--- src/rtl/gpio_bank_pkg.sv ---
package gpio_bank_pkg;

    localparam int MAX_LINES    = 32;
    localparam int PORT_W       = 8;

    // register byte offsets
    localparam int OFS_FUNC     = 'h00;
    localparam int OFS_DIR      = 'h08;
    localparam int OFS_DATA     = 'h0C;
    localparam int OFS_STAT     = 'h10;
    localparam int OFS_MODE_LO  = 'h14;
    localparam int OFS_MODE_HI  = 'h18;
    localparam int OFS_CPU_BASE = 'h20;
    localparam int CPU_STRIDE   = 4;

    typedef enum logic [1:0] {
        MODE_OFF  = 2'd0,
        MODE_FALL = 2'd1,
        MODE_RISE = 2'd2,
        MODE_BOTH = 2'd3
    } edge_mode_e;

    // line order <-> bus order for 1-bit registers (self-inverse)
    function automatic logic [31:0] lane_swap(input logic [31:0] v, input logic rev);
        if (rev) return v;
        return {v[7:0], v[15:8], v[23:16], v[31:24]};
    endfunction

    // bit position of a line's 2-bit mode field within the 64-bit mode pair
    function automatic logic [5:0] mode_bit_pos(input int line, input logic rev);
        int p;
        int k;
        p = line / PORT_W;
        k = line % PORT_W;
        if (rev) return 6'(2 * line);
        return 6'(2 * (PORT_W * (p ^ 1) + k));
    endfunction

    function automatic logic [31:0] lines_mask(input int n);
        if (n >= MAX_LINES) return '1;
        return (32'd1 << n) - 32'd1;
    endfunction

endpackage

--- src/rtl/gpio_line_edge.sv ---
module gpio_line_edge
    import gpio_bank_pkg::*;
(
    input  logic       clk,
    input  logic       rst_n,
    input  logic       pin_async,
    input  edge_mode_e mode,
    output logic       level,
    output logic       event_o
);

    logic meta_q;
    logic sync_q;
    logic prev_q;
    logic rise;
    logic fall;

    always_ff @(posedge clk or negedge rst_n) begin
        if (!rst_n) begin
            meta_q <= 1'b0;
            sync_q <= 1'b0;
            prev_q <= 1'b0;
        end else begin
            meta_q <= pin_async;
            sync_q <= meta_q;
            prev_q <= sync_q;
        end
    end

    assign rise  = sync_q & ~prev_q;
    assign fall  = ~sync_q & prev_q;
    assign level = sync_q;

    always_comb begin
        unique case (mode)
            MODE_OFF:  event_o = 1'b0;
            MODE_FALL: event_o = fall;
            MODE_RISE: event_o = rise;
            MODE_BOTH: event_o = rise | fall;
            default:   event_o = 1'b0;
        endcase
    end

    // an event needs the synchronised level to have just moved
    assert_edge_needs_change_R5: assert property (@(posedge clk) disable iff (!rst_n)
        event_o |-> (sync_q != prev_q));

    // a changed level must be the one the previous clock sampled from meta
    assert_sync_chain_R5: assert property (@(posedge clk) disable iff (!rst_n)
        1'b1 |=> (sync_q == $past(meta_q)));

endmodule

--- src/rtl/gpio_irq_status.sv ---
module gpio_irq_status
    import gpio_bank_pkg::*;
#(
    parameter int          NUM_CPUS  = 2,
    parameter logic [31:0] IMPL_MASK = '1
) (
    input  logic                         clk,
    input  logic                         rst_n,
    input  logic [31:0]                  evt_i,
    input  logic                         clr_we,
    input  logic [31:0]                  clr_bits,
    input  logic [NUM_CPUS-1:0]          en_we,
    input  logic [31:0]                  en_bits,
    output logic [31:0]                  status_q,
    output logic [NUM_CPUS-1:0][31:0]    en_q,
    output logic                         irq,
    output logic [NUM_CPUS-1:0]          cpu_irq
);

    logic [31:0] clr_mask;
    logic [31:0] status_d;

    assign clr_mask = clr_we ? clr_bits : 32'd0;
    // a fresh event overrides a clear of the same bit
    assign status_d = ((status_q & ~clr_mask) | evt_i) & IMPL_MASK;

    always_ff @(posedge clk or negedge rst_n) begin
        if (!rst_n) status_q <= 32'd0;
        else        status_q <= status_d;
    end

    generate
        for (genvar c = 0; c < NUM_CPUS; c++) begin : g_cpu
            always_ff @(posedge clk or negedge rst_n) begin
                if (!rst_n)       en_q[c] <= IMPL_MASK;
                else if (en_we[c]) en_q[c] <= en_bits & IMPL_MASK;
            end
            assign cpu_irq[c] = |(status_q & en_q[c]);
        end
    endgenerate

    assign irq = |status_q;

    assert_set_needs_event_R5: assert property (@(posedge clk) disable iff (!rst_n)
        1'b1 |=> ((status_q & ~$past(status_q) & ~$past(evt_i)) == 32'd0));

    assert_w1c_clears_R6: assert property (@(posedge clk) disable iff (!rst_n)
        1'b1 |=> ((status_q & $past(clr_mask) & ~$past(evt_i)) == 32'd0));

    assert_event_wins_R7: assert property (@(posedge clk) disable iff (!rst_n)
        1'b1 |=> ((status_q & $past(evt_i & IMPL_MASK)) == $past(evt_i & IMPL_MASK)));

    assert_cpu_implies_irq_R10: assert property (@(posedge clk) disable iff (!rst_n)
        (|cpu_irq) |-> irq);

endmodule

--- src/rtl/gpio_edge_bank.sv ---
module gpio_edge_bank
    import gpio_bank_pkg::*;
#(
    parameter int NUM_LINES = 32,
    parameter int NUM_CPUS  = 2,
    parameter bit REVERSED  = 1'b0,
    parameter int ADDR_W    = 8
) (
    input  logic                clk,
    input  logic                rst_n,
    input  logic [ADDR_W-1:0]   bus_addr,
    input  logic                bus_we,
    input  logic [31:0]         bus_wdata,
    output logic [31:0]         bus_rdata,
    input  logic [31:0]         pin_in,
    output logic [31:0]         pin_out,
    output logic [31:0]         pin_oe,
    output logic [31:0]         pin_func,
    output logic                irq,
    output logic [NUM_CPUS-1:0] cpu_irq
);

    localparam logic [31:0] IMPL     = lines_mask(NUM_LINES);
    localparam logic        REV      = REVERSED;
    localparam logic [31:0] IMPL_BUS = lane_swap(IMPL, REV);

    logic hit_func, hit_dir, hit_data, hit_stat, hit_mlo, hit_mhi, hit_1bit;
    logic [NUM_CPUS-1:0] hit_cpu;

    assign hit_func = bus_addr == ADDR_W'(OFS_FUNC);
    assign hit_dir  = bus_addr == ADDR_W'(OFS_DIR);
    assign hit_data = bus_addr == ADDR_W'(OFS_DATA);
    assign hit_stat = bus_addr == ADDR_W'(OFS_STAT);
    assign hit_mlo  = bus_addr == ADDR_W'(OFS_MODE_LO);
    assign hit_mhi  = bus_addr == ADDR_W'(OFS_MODE_HI);
    assign hit_1bit = hit_func | hit_dir | hit_data | hit_stat | (|hit_cpu);

    generate
        for (genvar c = 0; c < NUM_CPUS; c++) begin : g_hit
            assign hit_cpu[c] = bus_addr == ADDR_W'(OFS_CPU_BASE + CPU_STRIDE * c);
        end
    endgenerate

    logic [31:0] wr_line;
    assign wr_line = lane_swap(bus_wdata, REV) & IMPL;

    logic [31:0] func_q, dir_q, data_q;

    always_ff @(posedge clk or negedge rst_n) begin
        if (!rst_n) begin
            func_q <= 32'd0;
            dir_q  <= 32'd0;
            data_q <= 32'd0;
        end else if (bus_we) begin
            if (hit_func) func_q <= wr_line;
            if (hit_dir)  dir_q  <= wr_line;
            if (hit_data) data_q <= wr_line;
        end
    end

    logic [31:0] lvl;
    logic [31:0] evt;
    logic [63:0] mode_rd;

    generate
        for (genvar n = 0; n < MAX_LINES; n++) begin : g_line
            localparam logic [5:0] POS = mode_bit_pos(n, REV);
            if (n < NUM_LINES) begin : g_on
                logic [1:0] mode_q;
                always_ff @(posedge clk or negedge rst_n) begin
                    if (!rst_n) begin
                        mode_q <= 2'd0;
                    end else if (bus_we) begin
                        if (hit_mlo && !POS[5]) mode_q <= bus_wdata[POS[4:0] +: 2];
                        if (hit_mhi &&  POS[5]) mode_q <= bus_wdata[POS[4:0] +: 2];
                    end
                end
                assign mode_rd[POS +: 2] = mode_q;
                gpio_line_edge u_edge (
                    .clk      (clk),
                    .rst_n    (rst_n),
                    .pin_async(pin_in[n]),
                    .mode     (edge_mode_e'(mode_q)),
                    .level    (lvl[n]),
                    .event_o  (evt[n])
                );
            end else begin : g_off
                assign mode_rd[POS +: 2] = 2'd0;
                assign lvl[n] = 1'b0;
                assign evt[n] = 1'b0;
            end
        end
    endgenerate

    logic [31:0]                status_q;
    logic [NUM_CPUS-1:0][31:0]  en_q;
    logic [NUM_CPUS-1:0]        en_we;

    assign en_we = bus_we ? hit_cpu : '0;

    gpio_irq_status #(
        .NUM_CPUS (NUM_CPUS),
        .IMPL_MASK(IMPL)
    ) u_status (
        .clk     (clk),
        .rst_n   (rst_n),
        .evt_i   (evt),
        .clr_we  (bus_we & hit_stat),
        .clr_bits(wr_line),
        .en_we   (en_we),
        .en_bits (wr_line),
        .status_q(status_q),
        .en_q    (en_q),
        .irq     (irq),
        .cpu_irq (cpu_irq)
    );

    logic [31:0] data_rd;
    assign data_rd = ((dir_q & data_q) | (~dir_q & lvl)) & IMPL;

    always_comb begin
        bus_rdata = 32'd0;
        if (hit_func) bus_rdata = lane_swap(func_q, REV);
        if (hit_dir)  bus_rdata = lane_swap(dir_q, REV);
        if (hit_data) bus_rdata = lane_swap(data_rd, REV);
        if (hit_stat) bus_rdata = lane_swap(status_q, REV);
        if (hit_mlo)  bus_rdata = mode_rd[31:0];
        if (hit_mhi)  bus_rdata = mode_rd[63:32];
        for (int c = 0; c < NUM_CPUS; c++) begin
            if (hit_cpu[c]) bus_rdata = lane_swap(en_q[c], REV);
        end
    end

    assign pin_out  = data_q;
    assign pin_oe   = dir_q;
    assign pin_func = func_q;

    // output lines read back what they drive
    assert_out_readback_R8: assert property (@(posedge clk) disable iff (!rst_n)
        hit_data |-> (((bus_rdata ^ lane_swap(pin_out, REV)) & lane_swap(pin_oe, REV)) == 32'd0));

    assert_unimpl_reads_zero_R9: assert property (@(posedge clk) disable iff (!rst_n)
        hit_1bit |-> ((bus_rdata & ~IMPL_BUS) == 32'd0));

endmodule

--- config.mk ---
export PLATFORM = sky130hd
export DESIGN_NAME = gpio_edge_bank
export DESIGN_NICKNAME = d
export VERILOG_FILES = /design/src/rtl/gpio_bank_pkg.sv /design/src/rtl/gpio_line_edge.sv /design/src/rtl/gpio_irq_status.sv /design/src/rtl/gpio_edge_bank.sv
export SDC_FILE = /design/constraint.sdc
export NUM_CORES = 1
export LEC_CHECK = 0
export BUFFER_PORTS_ARGS = -buffer_cell sky130_fd_sc_hd__clkbuf_2
export CAP_MARGIN = 20
export CELL_PAD_IN_SITES_DETAIL_PLACEMENT = 0
export CELL_PAD_IN_SITES_GLOBAL_PLACEMENT = 2
export CORE_MARGIN = 2
export CORE_UTILIZATION = 36
export CTS_BUF_LIST = sky130_fd_sc_hd__clkbuf_16
export DETAILED_ROUTE_END_ITERATION = 10
export PLACE_DENSITY_LB_ADDON = 0.1
export SLEW_MARGIN = 0
export SYNTH_ARGS = -nofsm -noshare
export SYNTH_HDL_FRONTEND = slang
export SYNTH_SLANG_ARGS = --single-unit
--- constraint.sdc ---
create_clock -name clk -period 2.2 [get_ports clk]
set_input_delay 0.44 -clock clk [delete_from_list [all_inputs] [get_ports clk]]
set_output_delay 0.44 -clock clk [all_outputs]
set_load 0.005 [all_outputs]
==> flow_metrics.env <==
export IMPL_yosysMostFrequentCell="dfrtp_1"
export IMPL_die_y_um=219
export IMPL_drt_total_wl_um=57800
export IMPL_p_leak_nw=10.6
export IMPL_p_seq_frac=0.480
export IMPL_clockBufferDepth=3
export IMPL_crit_family="simple AND/OR/NAND/NOR gates"
export IMPL_diodes=0
export IMPL_syn_cell_area_um2=16600
export IMPL_syn_nets=1511
export IMPL_io_buffer_count=205
export IMPL_syn2layout_area_growth_pct=30.8
export IMPL_synth_top_area_cell="dfrtp_1"
export IMPL_via_per_inst=5.37
export IMPL_cp_data_arrival_time_ns=2.13
export IMPL_rr_startpoint="g_line[30].g_on.u_edge.level"
export IMPL_period_share=1.17
export IMPL_io_pins=206
export IMPL_path_cells="buf_8 > or4b_4 > nor3_4 > buf_12 > buf_12 > nand2_4 > a32oi_2 > buf_2"
export IMPL_r2r_setup_slack_ns=0.85
export IMPL_core_area_um2=45500
export IMPL_criticalPathCategory="in2out"
export IMPL_crit_fanout=8
export IMPL_dp_slack_ns=-0.503
export IMPL_async_flop_share=1.00
export IMPL_die_area_um2=47900
export IMPL_fill_cells=4265
export IMPL_ys_flop_type="dfrtp_1"
export IMPL_place_hpwl_um=41000
export IMPL_synth_edff_count=0
export IMPL_drv_cap=0
export IMPL_route_detailed_drc=0
export IMPL_clockRootBuffer="clkbuf_16"
export IMPL_placed_cells=2202
export IMPL_hold_slack_ns=0.237
export IMPL_min_path_type="in2reg"
export IMPL_slew_viol_final=0
export IMPL_nets=1831
export IMPL_cp_depth=8
export IMPL_clock_sinks=352
export IMPL_maxSlewHeadroom=0.711
export IMPL_ir_drop_uv=488
export IMPL_cts_tree="built"
export IMPL_cp_required_ns=1.76
export IMPL_intPower_mw=11.9
export IMPL_num_rows=78
export IMPL_fin_worst_skew_ns=0.00957
export IMPL_grt_pass1_wl_um=86100
export IMPL_grt_setup_unrepaired="yes"
export IMPL_synth_area_per_cell_um2=12.1
export IMPL_max_stage_delay_ns=0.60
export IMPL_crit_start="bus_addr[7]"
export IMPL_wl_per_cell_um=24.9
export IMPL_drive_above_1_share=0.427
export IMPL_final_hold_violation_count=0
export IMPL_grt_max_degree=80
export IMPL_track_usage=0.243
export IMPL_postPlaceCellArea_um2=19300
export IMPL_end_kind="output pin"
export IMPL_clk_pin_slew_worst_paths_ns=0.06
export IMPL_htreeDepth=2
export IMPL_worstRegToRegCells=4
export IMPL_stdcell_area_um2=21700
export IMPL_final_cells=2324
export IMPL_ant_nets=0
export IMPL_ys_top_cells_by_count="dfrtp_1, mux2_2, nand2_1"
export IMPL_reg2reg_to="u_status.status_q[30]"
export IMPL_combinationalPowerShare=0.135
export IMPL_setup_ws_ns=-0.365
export IMPL_status="finished, violations left"
export IMPL_violations="setup timing"
export IMPL_dr_pass1_iters=5
export IMPL_endpoint="bus_rdata[18]"
export IMPL_netlist_area_leader_share=0.434
export IMPL_regArea_um2=8910
export IMPL_clock_fmax_mhz=390
export IMPL_swShare=0.285
export IMPL_min_period_ns=2.57
export IMPL_worst_setup_path_start_kind="primary input"
export IMPL_dr_total_vias=12500
export IMPL_pwr_share_clk=0.385
export IMPL_slowest_stage="or4b_4"
export IMPL_cp_common_cell="buf_12"
export IMPL_grt_antenna_before_repair=1
export IMPL_drt_iter0_drc=756
export IMPL_synth_cells=1372
export IMPL_die_w_um=219
export IMPL_insertion_delay_ns=0.57
export IMPL_setup_violations=35
export IMPL_synth_warning_count=0
export IMPL_max_slew_worst_pin_slew_ns=0.434
export IMPL_synth_seq_cells=352
export IMPL_start_util=0.365
export IMPL_grt_ovfl_total=0
export IMPL_ys_top_cells_by_area="dfrtp_1, mux2_2, dfstp_2"
export IMPL_p_sw_mw=4.73
export IMPL_grt_pass1_vias=12900
export IMPL_synth_seq_area_share=0.535
export IMPL_crit_buf_inv=4
export IMPL_power_density_nw_per_um2=764
export IMPL_multi_input_area_um2=7720
export IMPL_numCtsBuffers=42
export IMPL_yosys_cell_types_count=43
export IMPL_gp_routability_congestion=0.882
layer usage:
layer / vias to the layer above / wire (um) / global-route usage
met1: 6479 / 26700 / 0.338
met3: 71 / 2560 / 0.0396
met4: 0 / 1110 / 0.0545
met5: - / 0 / 0
li1: 5638 / - / -
met2: 284 / 27500 / 0.399
stage by stage:
| stage | total power [mW] | util | TNS (ns) |
|---|---|---|---|
| after floorplan | 8.48 | - | 0 |
| after global placement | 9.91 | 0.425 | -40.31 |
| after detailed placement | 9.92 | 0.425 | -42.90 |
| after CTS | 16.7 | 0.471 | -14.24 |
| after global routing | 17.4 | 0.478 | -12.89 |
| final | 16.6 | 0.478 | -10.78 |
kinds of logic after synthesis:
family	share of synthesized area
compound gates	0.109
fa+ha+maj	0.0482
buf+inv	0.0390
flops	0.535
mux	0.204
simple gates	0.0651
timing repair:
| item | CTS | global route |
|---|---|---|
| endpoints found under the setup margin | 35 | 35 |
| buffers inserted | 5 | 8 |
| hold buffers | 33 | 0 |
| endpoints found under the hold margin | 48 | 0 |
| cloned | 1 | 2 |
| gates resized for setup | 93 | 90 |
| pin swaps | 25 | 27 |
cells in the final DEF (no fill, tap or decap), types with 5 or more instances in the layout:
master	Yosys	layout
nor2_1	71	69
dfrtp_1	288	269
a2111o_1	29	29
buf_4	3	60
buf_2	20	25
o21ai_0	32	20
o22ai_2	0	5
clkinv_1	0	7
mux2_1	32	32
clkbuf_16	0	45
buf_12	0	39
o21ai_1	0	10
nand2_2	1	10
dlygate4sd3_1	0	33
clkbuf_2	0	175
nor4_4	0	5
a21oi_1	34	34
a221o_1	32	32
dfrtp_2	0	19
a22oi_2	0	14
inv_1	93	112
buf_6	0	7
ha_1	64	64
dfstp_2	64	64
nand2_4	0	13
a32oi_2	0	28
a22oi_1	36	22
o22ai_1	32	27
mux2_2	192	192
nand4_1	11	11
nand2_1	128	106
mux2i_1	86	86
state kept, by name (all words and copies together) (netlist names):
register,cells
g_line.g_on.u_edge.meta_q,32
pin_out,32
pin_func,32
g_line.g_on.u_edge.prev_q,32
g_line.g_on.u_edge.level,32
u_status.en_q,64
pin_oe,32
g_line.g_on.mode_q,64
u_status.status_q,32
cell type report:
class,instances,area share
inverters,93,0.0162
clock inverters,33,0.00736
flip-flops and latches,352,0.410
well taps,600,0.0345
clock buffers,43,0.0495
repair buffers,346,0.127
multi-input cells,857,0.355
how the worst min path moves through the flow:
stage                             startpoint                           end  slack (ns)  cells past startpoint
2_1_floorplan                          rst_n      g_line[0].g_on.mode_q[0]        0.14                      0
3_3_place_gp   g_line[16].g_on.u_edge.meta_q  g_line[16].g_on.u_edge.level        0.33                      0
3_5_place_dp   g_line[28].g_on.u_edge.meta_q  g_line[28].g_on.u_edge.level        0.33                      0
4_1_cts                         bus_wdata[8]     g_line[28].g_on.mode_q[0]        0.21                      2
5_1_grt                         bus_wdata[1]     g_line[24].g_on.mode_q[1]        0.23                      2
6_report                       bus_wdata[31]              u_status.en_q[7]        0.24                      2
power by group through the flow:
stage	Clock [mW]	Sequential [mW]	Combinational, mW
2_1_floorplan	0	7.59	0.892
3_3_place_gp	0	7.96	1.95
3_5_place_dp	0	7.96	1.96
4_1_cts	6.58	7.95	2.15
5_1_grt	6.86	8.03	2.46
6_report	6.39	7.98	2.25
(Power assumes the default switching activity.)
